--- config.mk ---
export PLATFORM = sky130hd
export DESIGN_NAME = sew_cast_unit
export DESIGN_NICKNAME = d
export VERILOG_FILES = /design/src/rtl/cast_pkg.sv /design/src/rtl/cast_perm.sv /design/src/rtl/cast_ctrl.sv /design/src/rtl/sew_cast_unit.sv
export SDC_FILE = /design/constraint.sdc
export NUM_CORES = 1
export LEC_CHECK = 0
export ABC_AREA = 1
export BUFFER_PORTS_ARGS = -buffer_cell sky130_fd_sc_hd__buf_2
export CAP_MARGIN = 20
export CELL_PAD_IN_SITES_DETAIL_PLACEMENT = 0
export CELL_PAD_IN_SITES_GLOBAL_PLACEMENT = 2
export CORE_MARGIN = 5
export CORE_UTILIZATION = 27
export DETAILED_ROUTE_END_ITERATION = 7
export PLACE_DENSITY_LB_ADDON = 0.12
export SETUP_SLACK_MARGIN = 0.02
export SLEW_MARGIN = 15
export SYNTH_ARGS = -nofsm -noshare
export SYNTH_HDL_FRONTEND = slang
export SYNTH_HIERARCHICAL = 1
export SYNTH_SLANG_ARGS = --single-unit
--- constraint.sdc ---
create_clock -name clk_i -period 0.8 [get_ports clk_i]
set_input_delay 0.04 -clock clk_i [delete_from_list [all_inputs] [get_ports clk_i]]
set_output_delay 0.04 -clock clk_i [all_outputs]
set_load 0.03 [all_outputs]
--- src/rtl/cast_pkg.sv ---
package cast_pkg;

  typedef enum logic [1:0] {
    SEW_8  = 2'd0,
    SEW_16 = 2'd1,
    SEW_32 = 2'd2,
    SEW_64 = 2'd3
  } sew_e;

  localparam int NUM_SEW = 4;

  // register byte holding memory byte m for element bytes eb
  function automatic int reg_of_mem(int m, int eb, int sb, int nch);
    int i;
    int k;
    if (eb > sb || nch == 1) return m;
    i = m / eb;
    k = m % eb;
    return (i % nch) * sb + (i / nch) * eb + k;
  endfunction

  // memory byte held in register byte r for element bytes eb
  function automatic int mem_of_reg(int r, int eb, int sb, int nch);
    int c;
    int off;
    if (eb > sb || nch == 1) return r;
    c   = r / sb;
    off = r % sb;
    return ((off / eb) * nch + c) * eb + (off % eb);
  endfunction

endpackage

--- src/rtl/cast_perm.sv ---
module cast_perm #(
  parameter int VLEN   = 128,
  parameter int SLEN   = 32,
  parameter bit TO_MEM = 1'b1
) (
  input  logic [VLEN-1:0] vec_i,
  input  logic [1:0]      sew_i,
  output logic [VLEN-1:0] vec_o
);
  import cast_pkg::*;

  localparam int VB  = VLEN / 8;
  localparam int SB  = SLEN / 8;
  localparam int NCH = VLEN / SLEN;

  logic [VLEN-1:0] cand [NUM_SEW];

  for (genvar q = 0; q < NUM_SEW; q++) begin : g_sew
    localparam int EB = 1 << q;
    for (genvar b = 0; b < VB; b++) begin : g_byte
      // gather form: output byte b pulls from SRC
      localparam int SRC = TO_MEM ? reg_of_mem(b, EB, SB, NCH)
                                  : mem_of_reg(b, EB, SB, NCH);
      assign cand[q][b*8 +: 8] = vec_i[SRC*8 +: 8];
    end
  end

  always_comb vec_o = cand[sew_i];

endmodule

--- src/rtl/cast_ctrl.sv ---
module cast_ctrl (
  input  logic clk_i,
  input  logic rst_ni,
  input  logic start_i,
  output logic load_o,
  output logic done_o
);

  logic done_q;

  assign load_o = start_i;

  always_ff @(posedge clk_i or negedge rst_ni) begin
    if (!rst_ni) done_q <= 1'b0;
    else         done_q <= start_i;
  end

  assign done_o = done_q;

  AST_DONE_AFTER_START: assert property (@(posedge clk_i) disable iff (!rst_ni)
    start_i |=> done_o);
  AST_NO_SPURIOUS_DONE: assert property (@(posedge clk_i) disable iff (!rst_ni)
    !start_i |=> !done_o);

endmodule

--- src/rtl/sew_cast_unit.sv ---
module sew_cast_unit #(
  parameter int VLEN = 128,
  parameter int SLEN = 32
) (
  input  logic            clk_i,
  input  logic            rst_ni,
  input  logic            start_i,
  input  logic [VLEN-1:0] src_vec_i,
  input  logic [1:0]      src_sew_i,
  input  logic [1:0]      dst_sew_i,
  output logic            done_o,
  output logic [VLEN-1:0] result_o
);

  localparam int NCH = VLEN / SLEN;

  logic [VLEN-1:0] mem_img;
  logic [VLEN-1:0] dst_img;
  logic [VLEN-1:0] result_q;
  logic            load;

  cast_ctrl u_ctrl (
    .clk_i  (clk_i),
    .rst_ni (rst_ni),
    .start_i(start_i),
    .load_o (load),
    .done_o (done_o)
  );

  // undo source-width placement
  cast_perm #(.VLEN(VLEN), .SLEN(SLEN), .TO_MEM(1'b1)) u_gather (
    .vec_i(src_vec_i),
    .sew_i(src_sew_i),
    .vec_o(mem_img)
  );

  // apply destination-width placement
  cast_perm #(.VLEN(VLEN), .SLEN(SLEN), .TO_MEM(1'b0)) u_scatter (
    .vec_i(mem_img),
    .sew_i(dst_sew_i),
    .vec_o(dst_img)
  );

  always_ff @(posedge clk_i or negedge rst_ni) begin
    if (!rst_ni)   result_q <= '0;
    else if (load) result_q <= dst_img;
  end

  assign result_o = result_q;

  AST_RESULT_HOLD: assert property (@(posedge clk_i) disable iff (!rst_ni)
    !start_i |=> $stable(result_o));
  AST_SAME_SEW_COPY: assert property (@(posedge clk_i) disable iff (!rst_ni)
    (start_i && src_sew_i == dst_sew_i) |=> result_o == $past(src_vec_i));
  AST_BITS_KEPT: assert property (@(posedge clk_i) disable iff (!rst_ni)
    start_i |=> $countones(result_o) == $past($countones(src_vec_i)));

  if (NCH == 1) begin : g_flat_chk
    AST_FLAT_COPY: assert property (@(posedge clk_i) disable iff (!rst_ni)
      start_i |=> result_o == $past(src_vec_i));
  end

endmodule

==> results.json, run 1 <==
{
  "critical_path_depth": 1,
  "drtPass1Iterations": 5,
  "worstPathArrival_ns": 1.06,
  "cp.required_ns": 0.76,
  "final_util": 0.4453,
  "setup.worst_path.end_class": "primary output",
  "routed_wirelength_microns": 40890,
  "holdCritStartpoint": "start_i",
  "syn-instance-count": 1461,
  "first_iter_violations": 675,
  "htreeDepth": 4,
  "ys_types": 15,
  "synth_nets": 1596,
  "min_path_type": "in -> reg",
  "grt_pass1_vias": 10735,
  "placedCellCount": 2155,
  "final_nets": 1945,
  "grt_overflow": 0,
  "path_class": "reg -> out",
  "hold_viol": 0,
  "clkTransAtPathRegs_ns": 0.06,
  "layout-drive-gt1-share": 0.3979,
  "p_total_mw": 25.43,
  "wl_per_cell_microns": 18.00,
  "start_util": 0.2728,
  "r2r-start": "result_o[7]",
  "slew_headroom": 0.8092,
  "die_w_microns": 193.8,
  "critical-path-top-delay-family": "flip-flops",
  "peakVddDrop_mv": 1.584,
  "fmax_ghz": 0.9072,
  "root_buffer": "clkbuf_16",
  "path_max_fanout": 2,
  "synth-warning-count": 6,
  "rows": 67,
  "power_frac_seq": 0.315,
  "finalSetupViolCount": 134,
  "synth.avg_cell_area_sq_um": 6.246,
  "comb_power_share": 0.381,
  "cts_buffer_depth": 2,
  "pre_cts_slack_ns": -0.4808,
  "fin_cells": 2272,
  "rsz0062_at_grt": "true",
  "min_period_ns": 1.102,
  "holdPathStages": 4,
  "path_cells": "buf_6",
  "ff2ff_setup_slack_ns": -0.04,
  "antenna_found_initial": 4,
  "vias_per_cell": 4.703,
  "grt_max_degree": 50,
  "finalClockSkew_ns": 0,
  "fin_setup_tns_ns": -28.97,
  "ys_ff_latch": 129,
  "drv_slew": 0,
  "dpl-instance-area_sq_um": 11630,
  "violations": "setup timing",
  "netlist_area_sq_um": 9125,
  "switching_power_mw": 9.259,
  "period_share": 1.378,
  "critPathBufInv": 1,
  "synth-seq-area-share": 0.3538,
  "grt_first_pass_wirelength_microns": 61940,
  "cts_sinks": 129,
  "power_leakage_nw": 8.071,
  "cp_slowest_cell": "dfrtp_2",
  "r2r-end": "result_o[7]",
  "setup_slack_ns": -0.3023,
  "cap_violations": 0,
  "worstMarginPinSlew_ns": 0.2862,
  "p_sw_frac": 0.3641,
  "worst-r2r-cell-count": 4,
  "cp_slowest_stage_delay_ns": 0.46,
  "cts_made_buffers": 17,
  "min_to": "result_o[103]",
  "drtAntennaViolNets": 0,
  "insertion_delay_ns": 0.44,
  "io_buffers": 263,
  "grt.total_usage": 0.2079,
  "p_clk_frac": 0.305,
  "die_y_microns": 193.8,
  "crit_path_start_kind": "flop",
  "design_area_sq_um": 14890,
  "hold_ws_ns": 0.02402,
  "via_count": 10686,
  "status": "complete, but fails checks",
  "area_delta_synth_final_pct": 63.21,
  "dieArea_sq_um": 37570,
  "gp_congestion": 0.8454,
  "ios": 264,
  "coreArea_sq_um": 33450,
  "internal-power_mw": 16.17,
  "post-dp-hpwl_microns": 28700,
  "powerDensity_nw_per_um2": 1707,
  "cts_tree": "done",
  "drcViolationCount": 0
}
==> cells by family (layout without fill, tap and decap cells) <==
kind of cell    Yosys count  after routing  share of synthesized area
compound gates           32             32                    0.01755
buf+inv                 142            503                     0.1109
flops                   129            129                     0.3538
other cells               0              2                          0
simple gates           1158           1158                     0.5178
==> cell usage after synthesis (all sizes together) <==
master,number,area share
nand3,256,0.14
nand2,898,0.37
nor2,4,0.0069
dfrtp,129,0.35
buf,128,0.10
inv,5,0.0023
o21ai,32,0.018
clkbuf,9,0.0037
==> sequential cells by signal (all words and copies together) (netlist names) <==
register       count
u_ctrl/done_o      1
result_o         128
==> worst max path at each step <==
stage | start | end
global route | result_o[98] | result_o[98]
CTS | result_o[98] | result_o[98]
global placement | src_sew_i[1] | result_o[57]
finish | result_o[98] | result_o[98]
floorplan | src_sew_i[1] | result_o[101]
detailed placement | src_sew_i[1] | result_o[99]
==> final cells by class <==
type	instances	area [sq um]
fillers	3538	18560
multi-input cells	1190	5964
repair buffers	467	4541
flip-flops and latches	129	3234
well taps	448	560.5
clock buffers	20	446.7
clock inverters	11	115.1
inverters	5	26.28
diodes	2	5.005
==> worst min-delay path, cell delays in order <==
cell and delay (ns):
buf_4 0.15, inv_4 0.12, nand2_1 0.08, nand2_1 0.04
==> per-layer routing <==
metal,track usage,vias to the layer above,part of all wire
met1,0.2691,5072,0.45
met4,0.05339,4,0.015
met3,0.04553,42,0.046
met2,0.3541,286,0.49
met5,0,-,0.00066
li1,-,5282,-
==> placed cells by master, fill, tap and decap left out, drive strengths merged <==
master | netlist | routed
nand2 | 898 | 898
o21ai | 32 | 32
bufinv | 0 | 2
inv | 5 | 5
dlygate4sd3 | 0 | 17
dfrtp | 129 | 129
nand3 | 256 | 256
diode | 0 | 2
nor2 | 4 | 4
clkinv | 0 | 5
bufbuf | 0 | 1
clkbuf | 9 | 23
clkinvlp | 0 | 4
buf | 128 | 446
==> what timing repair did <==
item | 4_1_cts | 5_1_grt
hold buffers | 17 | 0
cloned | 4 | 3
pin swaps | 8 | 116
hold endpoints to repair | 145 | 0
resized for setup | 285 | 248
endpoints found under the setup margin | 131 | 213
setup buffers | 35 | 33
==> power groups by stage <==
stage	combinational [mW]	sequential, mW	clock, mW
3_3_place_gp	7.48	7.93	0
6_report	9.68	8.00	7.75
3_5_place_dp	7.47	7.94	0
2_1_floorplan	2.99	9.40	0
4_1_cts	8.93	8.01	8.04
5_1_grt	10.5	8.08	8.25
Note: power is estimated with default switching activity, not from simulation.
==> run 2, diff against run 1 <==
--- a/config.mk
+++ b/config.mk
@@ -5,14 +5,14 @@
 export SDC_FILE = /design/constraint.sdc
 export NUM_CORES = 1
 export LEC_CHECK = 0
-export ABC_AREA = 1
 export BUFFER_PORTS_ARGS = -buffer_cell sky130_fd_sc_hd__buf_2
 export CAP_MARGIN = 20
 export CELL_PAD_IN_SITES_DETAIL_PLACEMENT = 0
 export CELL_PAD_IN_SITES_GLOBAL_PLACEMENT = 2
 export CORE_MARGIN = 5
-export CORE_UTILIZATION = 27
+export CORE_UTILIZATION = 33
 export DETAILED_ROUTE_END_ITERATION = 7
+export GPL_ROUTABILITY_DRIVEN = 1
 export PLACE_DENSITY_LB_ADDON = 0.12
 export SETUP_SLACK_MARGIN = 0.02
 export SLEW_MARGIN = 15
==> run 2 against run 1 <==
Against the previous run: the flow still finishes with violations (setup timing); die area fell by 19%; count of clock-buffer cells in the layout did not move; via count fell by 26%; largest cell class unchanged; sequential share of layout area fell by 0.29 points; final area rose by 1.8%; synthesized area fell by 2.2%.
==> results.json, run 2 <==
{
  "finalClockSkew_ns": 0,
  "design_area_sq_um": 15160,
  "ys_types": 16,
  "rsz0062_at_grt": "true",
  "drtPass1Iterations": 5,
  "fmax_ghz": 0.8756,
  "post-dp-hpwl_microns": 20580,
  "multi_input_area_sq_um": 6245,
  "io_buffers": 263,
  "seq_area_sq_um": 3248,
  "wl_per_cell_microns": 21.16,
  "grt_overflow": 0,
  "grt.total_usage": 0.2101,
  "synth_area_leader_cell": "dfrtp_1",
  "die_w_microns": 174.5,
  "setup.worst_path.end_class": "flop",
  "path_max_fanout": 6,
  "finalSetupViolCount": 242,
  "largest_register_ffs": 128,
  "vias_per_cell": 4.997,
  "grt_max_degree": 41,
  "period_share": 1.428,
  "cap_violations": 0,
  "synth_nets": 976,
  "cp.required_ns": 1.10,
  "min_period_ns": 1.142,
  "grt_first_pass_wirelength_microns": 50080,
  "synth-seq-area-share": 0.3616,
  "drcViolationCount": 0,
  "fillers": 2298,
  "first_iter_violations": 407,
  "crit_path_start_kind": "input pin",
  "die_y_microns": 174.5,
  "dieArea_sq_um": 30440,
  "final_nets": 1356,
  "start_util": 0.3331,
  "power_leakage_nw": 7.307,
  "netlist_area_sq_um": 8926,
  "syn-instance-count": 841,
  "grt_pass1_vias": 8457,
  "rows": 60,
  "slew_headroom": 0.7475,
  "synth.top_cell.area_share": 0.3616,
  "status": "complete, but fails checks",
  "synth-warning-count": 6,
  "netlist_top_cells_area": "dfrtp_1, mux2_2, mux2i_1",
  "placedCellCount": 1443,
  "worstMarginPinSlew_ns": 0.3788,
  "drtAntennaViolNets": 0,
  "min_path_type": "in -> async",
  "peakVddDrop_mv": 0.9275,
  "ys_ff_latch": 129,
  "worstPathArrival_ns": 1.44,
  "area_delta_synth_final_pct": 69.83,
  "yosys-top-cells-count": "mux2_2, dfrtp_1, mux2i_1, nand2_1, o21ai_1",
  "cts_sinks": 129,
  "drv_slew": 0,
  "root_buffer": "clkbuf_16",
  "async_flop_share": 1.000,
  "powerDensity_nw_per_um2": 1848,
  "antenna_found_initial": 5,
  "via_count": 7891,
  "coreArea_sq_um": 26800,
  "layout-drive-gt1-share": 0.6742,
  "setup_slack_ns": -0.3421,
  "p_total_mw": 28.01,
  "cts_made_buffers": 17,
  "fin_cells": 1579,
  "violations": "setup timing",
  "ios": 264,
  "final_common_cell": "buf_6",
  "htreeDepth": 4,
  "cts_tree": "done",
  "insertion_delay_ns": 0.42,
  "dpl-instance-area_sq_um": 11160,
  "gp_congestion": 0.7956,
  "cts_buffer_depth": 2,
  "path_class": "in -> reg",
  "routed_wirelength_microns": 33410,
  "synth.avg_cell_area_sq_um": 10.61,
  "synth-edff-count": 0,
  "hold_viol": 0,
  "synth_flop_cell": "dfrtp_1",
  "most-common-layout-cells": "buf_6, mux2_4, buf_2, nand2_1, dfrtp_1",
  "synthMostInstantiatedCell": "mux2_2",
  "clkTransAtPathRegs_ns": 0.06
}
run 2: where the power goes:
part / internal [mW] / switching [mW] / total [mW]
logic: 6.37 / 5.47 / 11.8
registers: 7.51 / 0.743 / 8.25
clock network: 4.70 / 3.22 / 7.92
total: 18.6 / 9.44 / 28.0
run 2: what timing repair did:
action | 4_1_cts | 5_1_grt
hold endpoints to repair | 146 | 0
buffers inserted | 46 | 28
resized for setup | 436 | 203
cloned | 20 | 0
pin swaps | 13 | 34
hold buffers | 18 | 0
endpoints found under the setup margin | 243 | 257
run 2: per-layer routing:
layer | GRT usage | vias to the layer above | share of wire
met3 | 0.04785 | 36 | 0.048
met4 | 0.04454 | 6 | 0.015
met1 | 0.2661 | 3883 | 0.44
li1 | - | 3747 | -
met5 | 0 | - | 0.00093
met2 | 0.3666 | 219 | 0.50
run 2: cell type report:
class	instances	share of cell area
Multi-Input combinational cell	613	0.4119
Timing Repair Buffer	460	0.3066
Sequential cell	129	0.2143
Clock buffer	20	0.02947
Tap cell	341	0.02814
Clock inverter	12	0.008914
Antenna cell	4	0.0006603
run 2: metrics by stage:
step	hold WS (ns)	setup TNS, ns	util	worst slack [ns]
2_1_floorplan	-0.2556	-54.15	-	-0.6230
3_3_place_gp	-0.02672	-77.39	0.4162	-0.7425
3_5_place_dp	-0.02833	-79.13	0.4162	-0.7359
4_1_cts	0.09497	-53.46	0.5343	-0.3412
5_1_grt	0.1141	-61.40	0.5655	-0.3580
6_report	0.1012	-54.65	0.5656	-0.3421
run 2: kinds of logic after synthesis:
| family | share of synthesized area |
|---|---|
| AOI/OAI and AO/OA | 0.07177 |
| buffers and inverters | 0.08200 |
| DFF | 0.3616 |
| muxes | 0.4261 |
| and+or+nand+nor | 0.05845 |
run 2: worst paths after layout:
check	end	slack, ns	start	cells after the start
worst min-delay path	result_o[91]	0.10	rst_ni	2
min in group clk_i	result_o[69]	0.13	src_vec_i[21]	5
worst min register to register	result_o[126]	0.53	result_o[126]	1
worst max-delay path	result_o[53]	-0.34	src_sew_i[0]	8
worst max register to register	result_o[54]	-0.21	result_o[54]	3
max in group asynchronous	result_o[28]	0.23	rst_ni	3
run 2: critical path: stages:
cell      delay (ns)
buf_16          0.12
buf_12          0.12
nand2b_4        0.12
buf_12          0.15
mux2_4          0.31
mux2i_1         0.21
o21ai_1         0.10
mux2_2          0.27
==> run 3, diff against run 2 <==
--- a/config.mk
+++ b/config.mk
@@ -10,7 +10,7 @@
 export CELL_PAD_IN_SITES_DETAIL_PLACEMENT = 0
 export CELL_PAD_IN_SITES_GLOBAL_PLACEMENT = 2
 export CORE_MARGIN = 5
-export CORE_UTILIZATION = 33
+export CORE_UTILIZATION = 31
 export DETAILED_ROUTE_END_ITERATION = 7
 export GPL_ROUTABILITY_DRIVEN = 1
 export PLACE_DENSITY_LB_ADDON = 0.12
@@ -18,5 +18,4 @@
 export SLEW_MARGIN = 15
 export SYNTH_ARGS = -nofsm -noshare
 export SYNTH_HDL_FRONTEND = slang
-export SYNTH_HIERARCHICAL = 1
 export SYNTH_SLANG_ARGS = --single-unit
==> run 3 against run 2 <==
Against the previous run: the run still ends with setup timing left; die area down 1.1%; maximum frequency up 0.87%; first-iteration DRC count up 8.8%; via count up 10%; non-clock buffer count up 68; hold slack worse by 0.091 ns; sequential power down 2%; clock skew unchanged; synthesized cell count up 0.24%; sequential cell count unchanged; wire length up 1.5%; critical endpoint is now result_o[76].
==> results.json, run 3 <==
{
  "status": "complete, but fails checks",
  "violations": "setup timing",
  "cts_buffer_depth": 2,
  "pre_cts_slack_ns": -0.7241,
  "worstPathArrival_ns": 1.09,
  "finalClockSkew_ns": 0,
  "insertion_delay_ns": 0.42,
  "gp_congestion": 0.8082,
  "largest_register_ffs": 128,
  "clkTransAtPathRegs_ns": 0.07,
  "syn-instance-count": 843,
  "routed_wirelength_microns": 33920,
  "drtAntennaViolNets": 0,
  "grt_pass1_vias": 9108,
  "synth-edff-count": 0,
  "design_area_sq_um": 15420,
  "min_period_ns": 1.132,
  "synth-warning-count": 0,
  "period_share": 1.415,
  "synth_nets": 978,
  "cts_sinks": 129,
  "area_delta_synth_final_pct": 85.95,
  "synthSimpleGateAreaFrac": 0.1163,
  "drcViolationCount": 0,
  "dieArea_sq_um": 30120,
  "highest_layer": "met5",
  "netlist_area_sq_um": 8292,
  "drt-met1-wl_microns": 14610,
  "drv_slew": 0,
  "powerDensity_nw_per_um2": 1789,
  "cts_tree": "done",
  "final_nets": 1446,
  "cp-startpoint": "result_o[76]",
  "grt_max_degree": 43,
  "rows": 59,
  "synthMostInstantiatedCell": "dfrtp_1",
  "dr_wl_met3_microns": 1730,
  "async_flop_share": 1.000,
  "root_buffer": "clkbuf_16",
  "ys_types": 39,
  "fin_setup_tns_ns": -38.90,
  "drtPass1Iterations": 4,
  "die_y_microns": 173.5,
  "peakVddDrop_mv": 1.331,
  "path_class": "reg -> out",
  "min_path_type": "in -> async",
  "post-dp-hpwl_microns": 22500,
  "worstMarginPinSlew_ns": 0.3318,
  "wl_met2_microns": 16880,
  "synth.avg_cell_area_sq_um": 9.836,
  "wl_per_cell_microns": 20.44,
  "rsz0062_at_grt": "true",
  "synth_xor_area_frac": 0,
  "slew_headroom": 0.7788,
  "most-common-layout-cells": "buf_6, buf_4, buf_2, dfrtp_1, nand2_1",
  "cts_made_buffers": 17,
  "synth_flop_cell": "dfrtp_1",
  "grt.total_usage": 0.2154,
  "synth_area_leader_cell": "dfrtp_1",
  "start_util": 0.3164,
  "via_count": 8680,
  "setup_slack_ns": -0.3323,
  "netlist_top_cells_area": "dfrtp_1, mux2i_1, mux2_2",
  "first_iter_violations": 443,
  "setup.worst_path.end_class": "primary output",
  "final_common_cell": "buf_6",
  "vias_per_cell": 5.229,
  "ys_ff_latch": 129,
  "muxShareOfSynthArea": 0.2182,
  "placedCellCount": 1536,
  "fin_cells": 1660,
  "fmax_ghz": 0.8832,
  "r2r-start": "result_o[89]",
  "synth.top_cell.area_share": 0.3893,
  "synth_top_family_by_area": "compound AO/OA/AOI/OAI gates",
  "htreeDepth": 4,
  "grt_first_pass_wirelength_microns": 51780,
  "synth_fa_ha_area_frac": 0,
  "io_buffers": 263,
  "power_leakage_nw": 6.965,
  "antenna_found_initial": 3,
  "cp.required_ns": 0.76,
  "yosys-top-cells-count": "dfrtp_1, mux2i_1, nand2_1, mux2_2, nor2_1",
  "path_max_fanout": 2,
  "die_w_microns": 173.5,
  "crit_path_start_kind": "flop",
  "synth-seq-area-share": 0.3893,
  "coreArea_sq_um": 26210,
  "synth_compound_area_frac": 0.2245,
  "ios": 264,
  "grt_overflow": 0,
  "layout-drive-gt1-share": 0.6397,
  "finalSetupViolCount": 223,
  "fillers": 2252,
  "cap_violations": 0,
  "hold_viol": 0,
  "dpl-instance-area_sq_um": 11360
}
run 3: changes by cell type after synthesis, sizes merged, moves of 32 or more:
cell   previous run  this run
mux2            224        72
o21ai           128        40
nor2              2        59
nand2           128        73
a21oi             0        40
buf              75        37
mux2i           128        96
o22ai             0        32
run 3: path summary, 6_finish.rpt:
| check | slack [ns] | endpoint | depth (start not counted) |
|---|---|---|---|
| max in group asynchronous | 0.29 | result_o[42] | 3 |
| min reg2reg | 0.51 | result_o[108] | 1 |
| max | -0.33 | result_o[76] | 2 |
| max reg2reg | -0.18 | result_o[89] | 3 |
| min | 0.01 | result_o[91] | 2 |
| min in group clk_i | 0.06 | result_o[30] | 5 |
run 3: layer usage:
metal | global-route usage | vias up
li1 | - | 4095
met1 | 0.2715 | 4285
met2 | 0.3708 | 248
met4 | 0.06186 | 4
met5 | 0 | -
met3 | 0.04842 | 48
run 3: where the power goes:
group / switching (mW) / internal (mW) / total [mW]
Combinational: 5.25 / 5.51 / 10.8
Clock: 3.40 / 5.33 / 8.74
Sequential: 0.725 / 7.38 / 8.10
run 3: cell type report:
cell class                      instances  area, sq um  share of cell area
Inverter                                2        7.507           0.0004869
Clock inverter                         15        220.2             0.01428
Multi-Input combinational cell        633         6098              0.3955
Sequential cell                       129         3248              0.2107
Antenna cell                            1        2.502           0.0001623
Clock buffer                           17        425.4             0.02759
Timing Repair Buffer                  528         4997              0.3241
Tap cell                              335        419.2             0.02719
run 3: cells by family after synthesis:
kind of cell,Yosys count
AOI/OAI and AO/OA,264
buffers and inverters,81
muxes,168
DFF,129
and+or+nand+nor,201
run 3: timing repair:
item | 4_1_cts | 5_1_grt
setup buffers | 52 | 26
pin swaps | 78 | 73
gates cloned | 10 | 1
setup endpoints to repair | 240 | 257
hold endpoints to repair | 145 | 0
gates resized for setup | 456 | 174
hold buffers | 17 | 0
run 3: critical path, cell delays in order (launching register included):
cell	delay, ns
dfrtp_1	0.41
buf_6	0.13
buf_6	0.12
run 3: through the flow:
| stage | hold WS [ns] | util | total power, mW |
|---|---|---|---|
| final | 0.009990 | 0.5884 | 27.59 |
| after global routing | 0.006741 | 0.5884 | 28.82 |
| after CTS | -0.004062 | 0.5531 | 27.03 |
| after detailed placement | -0.1143 | 0.4334 | 15.57 |
| after global placement | -0.1102 | 0.4334 | 15.56 |
| after floorplan | -0.2556 | - | 12.33 |
